<file path="config.mk">
export PLATFORM = sky130hd
export DESIGN_NAME = fpm_ctrl
export DESIGN_NICKNAME = d
export VERILOG_FILES = /design/src/rtl/fpm_pkg.sv /design/src/rtl/fpm_ref_timer.sv /design/src/rtl/fpm_seq.sv /design/src/rtl/fpm_ctrl.sv
export SDC_FILE = /design/constraint.sdc
export NUM_CORES = 1
export LEC_CHECK = 0
export ABC_AREA = 1
export CAP_MARGIN = 30
export CORE_AREA = 2 2 240 242
export CTS_BUF_LIST = sky130_fd_sc_hd__clkbuf_4 sky130_fd_sc_hd__clkbuf_8 sky130_fd_sc_hd__clkbuf_16
export DETAILED_ROUTE_END_ITERATION = 7
export DIE_AREA = 0 0 242 244
export PLACE_DENSITY = 0.56
export SLEW_MARGIN = 15
export SYNTH_ARGS = -nofsm -noshare
export SYNTH_HDL_FRONTEND = slang
export SYNTH_SLANG_ARGS = --single-unit
</file>
<file path="constraint.sdc">
create_clock -name clk_i -period 1.7 [get_ports clk_i]
set_input_delay 0.255 -clock clk_i [delete_from_list [all_inputs] [get_ports clk_i]]
set_output_delay 0.255 -clock clk_i [all_outputs]
set_load 0.03 [all_outputs]
</file>
<file path="src/rtl/fpm_pkg.sv">
package fpm_pkg;
  typedef enum logic [2:0] {
    S_INIT, S_IDLE, S_ACT, S_COL, S_OPEN, S_PRE, S_RCAS, S_RRAS
  } fpm_state_e;

  function automatic int imax(input int a, input int b);
    return (a > b) ? a : b;
  endfunction
endpackage

</file>
<file path="src/rtl/fpm_ref_timer.sv">
module fpm_ref_timer #(
  parameter int INIT_CYC = 10000,
  parameter int REF_INT  = 780
) (
  input  logic clk_i,
  input  logic rst_ni,
  input  logic ref_ack_i,
  output logic pause_done_o,
  output logic ref_req_o
);
  localparam int CW = $clog2(fpm_pkg::imax(INIT_CYC, REF_INT) + 1);

  logic [CW-1:0] cnt_q;
  logic          done_q, req_q, cnt_last;

  // one counter: power-up pause first, then the refresh interval
  assign cnt_last = done_q ? (cnt_q == CW'(REF_INT - 1)) : (cnt_q == CW'(INIT_CYC - 1));

  always_ff @(posedge clk_i or negedge rst_ni) begin
    if (!rst_ni) begin
      cnt_q  <= '0;
      done_q <= 1'b0;
      req_q  <= 1'b0;
    end else begin
      cnt_q <= cnt_last ? '0 : cnt_q + 1'b1;
      if (cnt_last && !done_q) done_q <= 1'b1;
      if (cnt_last && done_q) req_q <= 1'b1;
      else if (ref_ack_i)     req_q <= 1'b0;
    end
  end

  assign pause_done_o = done_q;
  assign ref_req_o    = req_q;
endmodule

</file>
<file path="src/rtl/fpm_seq.sv">
module fpm_seq
  import fpm_pkg::*;
#(
  parameter int ADDR_W   = 12,
  parameter int DATA_W   = 144,
  parameter int INIT_REF = 8,
  parameter int T_RP     = 2,
  parameter int T_RAS    = 3,
  parameter int T_RCD    = 1,
  parameter int T_CAS    = 1,
  parameter int T_CP     = 1,
  parameter int T_CSR    = 1
) (
  input  logic              clk_i,
  input  logic              rst_ni,
  input  logic              pause_done_i,
  input  logic              ref_req_i,
  output logic              ref_ack_o,
  input  logic              req_valid_i,
  output logic              req_ready_o,
  input  logic              req_write_i,
  input  logic [ADDR_W-1:0] req_row_i,
  input  logic [ADDR_W-1:0] req_col_i,
  input  logic [DATA_W-1:0] req_wdata_i,
  output logic              rsp_valid_o,
  output logic [DATA_W-1:0] rsp_rdata_o,
  output logic              ras_o,
  output logic              cas_o,
  output logic              we_o,
  output logic [ADDR_W-1:0] addr_o,
  output logic [DATA_W-1:0] dq_o,
  output logic              dq_oe_o,
  input  logic [DATA_W-1:0] dq_i
);
  localparam int TMAX  = imax(imax(imax(T_RP, T_RAS), imax(T_RCD, T_CAS)), imax(T_CP, T_CSR));
  localparam int CNT_W = $clog2(TMAX + 1);
  localparam int RW    = $clog2(T_RAS + 1);
  localparam int IW    = $clog2(INIT_REF + 1);

  fpm_state_e        state_q;
  logic [CNT_W-1:0]  cnt_q;
  logic [RW-1:0]     ras_age_q;
  logic [IW-1:0]     init_left_q;
  logic [ADDR_W-1:0] row_q, col_q;
  logic              wr_q, rvalid_q;
  logic [DATA_W-1:0] wdata_q, rdata_q;

  logic tmr_zero, ras_ok, page_hit, ref_due, accept, row_low;

  assign tmr_zero = (cnt_q == '0);
  assign ras_ok   = (ras_age_q >= RW'(T_RAS - 1));
  assign page_hit = (req_row_i == row_q);
  assign ref_due  = pause_done_i && ((init_left_q != '0) || ref_req_i);
  assign row_low  = (state_q == S_ACT) || (state_q == S_COL) || (state_q == S_OPEN);

  assign req_ready_o = ((state_q == S_IDLE) && pause_done_i && !ref_due) ||
                       ((state_q == S_OPEN) && tmr_zero && !ref_req_i && page_hit);
  assign accept      = req_valid_i && req_ready_o;
  assign ref_ack_o   = (state_q == S_RCAS) && tmr_zero;

  always_ff @(posedge clk_i or negedge rst_ni) begin
    if (!rst_ni) begin
      state_q     <= S_INIT;
      cnt_q       <= '0;
      ras_age_q   <= '0;
      init_left_q <= IW'(INIT_REF);
      row_q       <= '0;
      col_q       <= '0;
      wr_q        <= 1'b0;
      wdata_q     <= '0;
      rdata_q     <= '0;
      rvalid_q    <= 1'b0;
    end else begin
      cnt_q    <= tmr_zero ? cnt_q : cnt_q - 1'b1;
      rvalid_q <= 1'b0;
      if (!row_low)                      ras_age_q <= '0;
      else if (ras_age_q != RW'(T_RAS))  ras_age_q <= ras_age_q + 1'b1;
      unique case (state_q)
        S_INIT: if (pause_done_i) state_q <= S_IDLE;
        S_IDLE: begin
          if (ref_due) begin
            state_q <= S_RCAS;
            cnt_q   <= CNT_W'(T_CSR - 1);
          end else if (accept) begin
            state_q <= S_ACT;
            cnt_q   <= CNT_W'(T_RCD - 1);
            row_q   <= req_row_i;
            col_q   <= req_col_i;
            wr_q    <= req_write_i;
            wdata_q <= req_wdata_i;
          end
        end
        S_ACT: if (tmr_zero) begin
          state_q <= S_COL;
          cnt_q   <= CNT_W'(T_CAS - 1);
        end
        S_COL: if (tmr_zero) begin
          state_q <= S_OPEN;
          cnt_q   <= CNT_W'(T_CP - 1);
          if (!wr_q) begin
            rdata_q  <= dq_i;
            rvalid_q <= 1'b1;
          end
        end
        S_OPEN: if (tmr_zero) begin
          if (ref_req_i) begin
            if (ras_ok) begin
              state_q <= S_PRE;
              cnt_q   <= CNT_W'(T_RP - 1);
            end
          end else if (accept) begin
            state_q <= S_COL;
            cnt_q   <= CNT_W'(T_CAS - 1);
            col_q   <= req_col_i;
            wr_q    <= req_write_i;
            wdata_q <= req_wdata_i;
          end else if (req_valid_i && ras_ok) begin
            // page miss: close the row, re-activate from idle
            state_q <= S_PRE;
            cnt_q   <= CNT_W'(T_RP - 1);
          end
        end
        S_PRE: if (tmr_zero) state_q <= S_IDLE;
        S_RCAS: if (tmr_zero) begin
          state_q <= S_RRAS;
          cnt_q   <= CNT_W'(T_RAS - 1);
          if (init_left_q != '0) init_left_q <= init_left_q - 1'b1;
        end
        S_RRAS: if (tmr_zero) begin
          state_q <= S_PRE;
          cnt_q   <= CNT_W'(T_RP - 1);
        end
        default: state_q <= S_INIT;
      endcase
    end
  end

  assign ras_o       = row_low || (state_q == S_RRAS);
  assign cas_o       = (state_q == S_COL) || (state_q == S_RCAS) || (state_q == S_RRAS);
  assign we_o        = (state_q == S_COL) && wr_q;
  assign dq_oe_o     = (state_q == S_COL) && wr_q;
  assign addr_o      = (state_q == S_ACT) ? row_q : col_q;
  assign dq_o        = wdata_q;
  assign rsp_valid_o = rvalid_q;
  assign rsp_rdata_o = rdata_q;
endmodule

</file>
<file path="src/rtl/fpm_ctrl.sv">
module fpm_ctrl #(
  parameter int ADDR_W   = 12,
  parameter int DATA_W   = 144,
  parameter int CAS_W    = 2,
  parameter int INIT_CYC = 10000,
  parameter int INIT_REF = 8,
  parameter int REF_INT  = 780,
  parameter int T_RP     = 2,
  parameter int T_RAS    = 3,
  parameter int T_RCD    = 1,
  parameter int T_CAS    = 1,
  parameter int T_CP     = 1,
  parameter int T_CSR    = 1
) (
  input  logic              clk_i,
  input  logic              rst_ni,
  input  logic              req_valid_i,
  output logic              req_ready_o,
  input  logic              req_write_i,
  input  logic [ADDR_W-1:0] req_row_i,
  input  logic [ADDR_W-1:0] req_col_i,
  input  logic [DATA_W-1:0] req_wdata_i,
  output logic              rsp_valid_o,
  output logic [DATA_W-1:0] rsp_rdata_o,
  output logic [ADDR_W-1:0] dram_addr_o,
  output logic              dram_ras_no,
  output logic [CAS_W-1:0]  dram_cas_no,
  output logic              dram_we_no,
  output logic [DATA_W-1:0] dram_dq_o,
  output logic              dram_dq_oe_o,
  input  logic [DATA_W-1:0] dram_dq_i
);
  logic pause_done, ref_req, ref_ack;
  logic ras_act, cas_act, we_act;

  fpm_ref_timer #(.INIT_CYC(INIT_CYC), .REF_INT(REF_INT)) i_timer (
    .clk_i, .rst_ni,
    .ref_ack_i   (ref_ack),
    .pause_done_o(pause_done),
    .ref_req_o   (ref_req)
  );

  fpm_seq #(
    .ADDR_W(ADDR_W), .DATA_W(DATA_W), .INIT_REF(INIT_REF),
    .T_RP(T_RP), .T_RAS(T_RAS), .T_RCD(T_RCD), .T_CAS(T_CAS), .T_CP(T_CP), .T_CSR(T_CSR)
  ) i_seq (
    .clk_i, .rst_ni,
    .pause_done_i(pause_done),
    .ref_req_i   (ref_req),
    .ref_ack_o   (ref_ack),
    .req_valid_i, .req_ready_o, .req_write_i, .req_row_i, .req_col_i, .req_wdata_i,
    .rsp_valid_o, .rsp_rdata_o,
    .ras_o  (ras_act),
    .cas_o  (cas_act),
    .we_o   (we_act),
    .addr_o (dram_addr_o),
    .dq_o   (dram_dq_o),
    .dq_oe_o(dram_dq_oe_o),
    .dq_i   (dram_dq_i)
  );

  assign dram_ras_no = ~ras_act;
  assign dram_we_no  = ~we_act;

  for (genvar g = 0; g < CAS_W; g++) begin : g_cas
    assign dram_cas_no[g] = ~cas_act;
  end
endmodule

</file>
==> impl_metrics.ini <==
[routing]
dr.pass1.iters = 5
via_per_inst = 4.409
dr.first_iter.drc_count = 514
wirelength_mm = 61.14
drc = 0
num_vias = 14160
wl_per_cell_um = 19.03
antenna_left = 0

[timing]
fin_skew_ns = 0.01691
grt_setup_unrepaired = true
setup_slack_ns = -0.5706
setup_viol = 338
fin_setup_tns_ns = -98.21
min_period_over_period_pct = 133.6
post-route-min-period_ns = 2.271
hold_viol_final = 0
fmax_mhz = 440.4
worstMarginPinSlew_ns = 0.6645
maxSlewViolCount = 0
slew-limit-headroom_pct = 55.70

[logic_synthesis]
synthCells = 1640
synth_edf_count = 0
asyncSetResetFlopFracSynth_pct = 100.0
synth.distinct_cells = 30
synth-seq-cells = 341
synth_ff_type = dfrtp_1
synth.area.top_cells = dfrtp_1 (61%), nand2_1 (23%), nand3_1 (5.9%), inv_1 (1.6%), clkbuf_1 (1.3%)
synth_warnings = 0
syn_area_sq_um = 14000
yosysTopAreaCell = dfrtp_1
synth_fp_nets = 1964
syn_area_per_cell_sq_um = 8.539
synth.top_cell.area_share_pct = 60.75
yosysSeqAreaShare_pct = 60.94

[run_status]
status = complete, but fails checks
violations = negative setup slack

[setup_path]
path_buf_inv = 5
crit_slowest_cell = dfrtp_1
cp_cell_sequence = inv_2 -> ha_4 -> inv_4 -> nor2_4 -> nand2_2 -> nor2_2 -> nand2_2 -> nand2_8 -> buf_8 -> buf_8 -> buf_6
worst_setup_path_start_kind = flip-flop
required_ns = 1.44
crit_path_max_incr_delay_ns = 0.40
worst_setup_path_end_kind = output port
crit_arrival_ns = 2.02
critPathKind = reg2out
crit_fanout = 2
path_delay_family = simple AND/OR/NAND/NOR gates
r2r_slack_ns = -0.45

[finish]
syn_to_final_growth_pct = 90.49
fin_nets = 2751
fin_cells = 3212
drive_gt1_share_pct = 27.31

[placed_design]
dpl.hpwl_mm = 38.56
place.gp.congestion = 0.8620
dp_cells = 3032
port_buffers = 622

[floorplan]
die_area_sq_um = 59050
start_util_pct = 24.93
row_count = 87
pin_count = 623
die-width_um = 242
core_area_sq_um = 56170
die_h_um = 244

[clocking]
root_buffer = clkbuf_16
clkLatencyLatePin_ns = 0.56
h-tree-depth = 2
numCtsBuffers = 42
cts.sinks = 341
clk_path_buf_depth = 3
clkTransAtPathRegs_ns = 0.06
cts_tree = yes

[global_route]
antenna_found_initial = 6
grtUsageTotal_pct = 18.31
grt_max_degree = 120
gr-total-overflow = 0
grt_pass1_vias = 14200
grt_pass1_wl_mm = 84.50

[job]
drv_cap = 0

[power_and_ir_drop]
p_total_w = 0.03727
ir_drop_mv = 0.8845
powerDensity_nw_per_um2 = 1397
p_leak_nw = 13.40

[worst_hold_path]
hold_path_class = in2reg
==> per-layer routing <==
| metal | routed length, um | vias to the layer above | track usage [%] |
|---|---|---|---|
| li1 | - | 6710 | - |
| met2 | 31010 | 516 | 31.82 |
| met1 | 24560 | 6841 | 22.19 |
| met3 | 3902 | 90 | 4.785 |
| met5 | 46 | - | 0 |
| met4 | 1623 | 6 | 5.664 |
==> layout by cell type, fill, tap and decap left out, types with 48 or more instances in the layout <==
cell,count
nand3_1,132
buf_12,48
buf_6,53
inv_1,52
nand2_2,204
clkbuf_16,64
clkdlybuf4s50_1,313
nand2_4,82
dlygate4sd2_1,278
buf_4,68
dfrtp_1,339
nand2_1,570
==> worst min-delay path, stage by stage <==
cell,delay (ns)
buf_6,0.14
nand3_1,0.12
nand2_1,0.07
==> report_power, final <==
part	leakage, nW	total (W)	switching [W]	internal (W)
logic	8.39	0.0164	0.00972	0.00669
registers	4.31	0.0119	0.00172	0.0101
clock network	0.695	0.00900	0.00354	0.00546
total	13.4	0.0373	0.0150	0.0223
==> cell usage after synthesis, types with 3 or more instances <==
cell	instances
nand4_1	10
o31ai_1	3
xor2_1	6
buf_6	9
o21ai_0	32
buf_4	3
inv_2	5
nor2_1	35
clkbuf_1	47
nand3_1	166
ha_1	8
a21oi_1	8
nand2_1	858
dfrtp_1	340
inv_1	59
nor3_1	5
buf_2	28
==> logic make-up (layout without fill, tap and decap cells) <==
logic type / after synthesis / after routing / synth area share, %
AOI/OAI and AO/OA: 45 / 45 / 1.706
xor gates and xnor gates: 8 / 8 / 0.5003
adders and majority gates: 8 / 8 / 0.7148
buffers and inverters: 152 / 964 / 4.887
DFF: 341 / 341 / 60.94
muxes: 1 / 1 / 0.08040
other: 0 / 3 / 0
and+or+nand+nor: 1085 / 1086 / 31.17
==> worst paths after layout <==
check,end,startpoint,cells after the start
max,req_ready_o,i_seq.cnt_q[0]$_DFF_PN0_,11
min,i_seq.wr_q$_DFFE_PN0P_,req_valid_i,3
max reg2reg,i_seq.dq_o[14]$_DFFE_PN0P_,i_seq.cnt_q[0]$_DFF_PN0_,16
min reg2reg,i_seq.dq_o[106]$_DFFE_PN0P_,i_seq.dq_o[106]$_DFFE_PN0P_,2
max in group asynchronous,i_seq.rsp_rdata_o[119]$_DFFE_PN0P_,rst_ni,3
min in group asynchronous,i_seq.cnt_q[0]$_DFF_PN0_,rst_ni,2
==> stage by stage <==
stage | util (%) | setup slack, ns | instance area, sq um | hold slack [ns]
final | 47.50 | -0.5706 | 26680 | 0.1009
after global routing | 47.49 | -0.6701 | 26670 | 0.06596
after CTS | 43.26 | -0.5941 | 24300 | 0.05722
after detailed placement | 38.77 | -0.5856 | 21780 | 0.1771
after global placement | 38.77 | -0.5891 | 21780 | 0.1763
after floorplan | - | -0.08576 | 14030 | -0.04059
==> state kept, by name, indices dropped and copies added, names as in the netlist <==
register / cells
i_seq.state_q: 3
i_timer.cnt_q: 14
i_seq.dq_o: 144
i_seq.init_left_q: 4
i_seq.ras_age_q: 2
i_seq.cnt_q: 2
i_seq.row_q: 12
i_seq.rsp_valid_o: 1
i_seq.rsp_rdata_o: 144
i_timer.ref_req_o: 1
i_timer.pause_done_o: 1
i_seq.col_q: 12
i_seq.wr_q: 1
==> final cells by class <==
class	count	area, sq um
Fill cell	5406	29490
Timing Repair Buffer	827	9030
Sequential cell	341	8536
Multi-Input combinational cell	1148	6439
Clock buffer	60	1266
Tap cell	756	945.9
Inverter	64	269.0
Clock inverter	10	115.1
Timing Repair inverter	3	70.07
Antenna cell	3	7.507
==> timing repair <==
action / 4_1_cts / 5_1_grt
hold buffers: 1 / 0
gates resized for setup: 468 / 461
pin swaps: 37 / 69
setup buffers: 38 / 25
endpoints found under the setup margin: 623 / 349
gates cloned: 20 / 33
endpoints found under the hold margin: 128 / 0
Power figures use the tool's default switching activity.
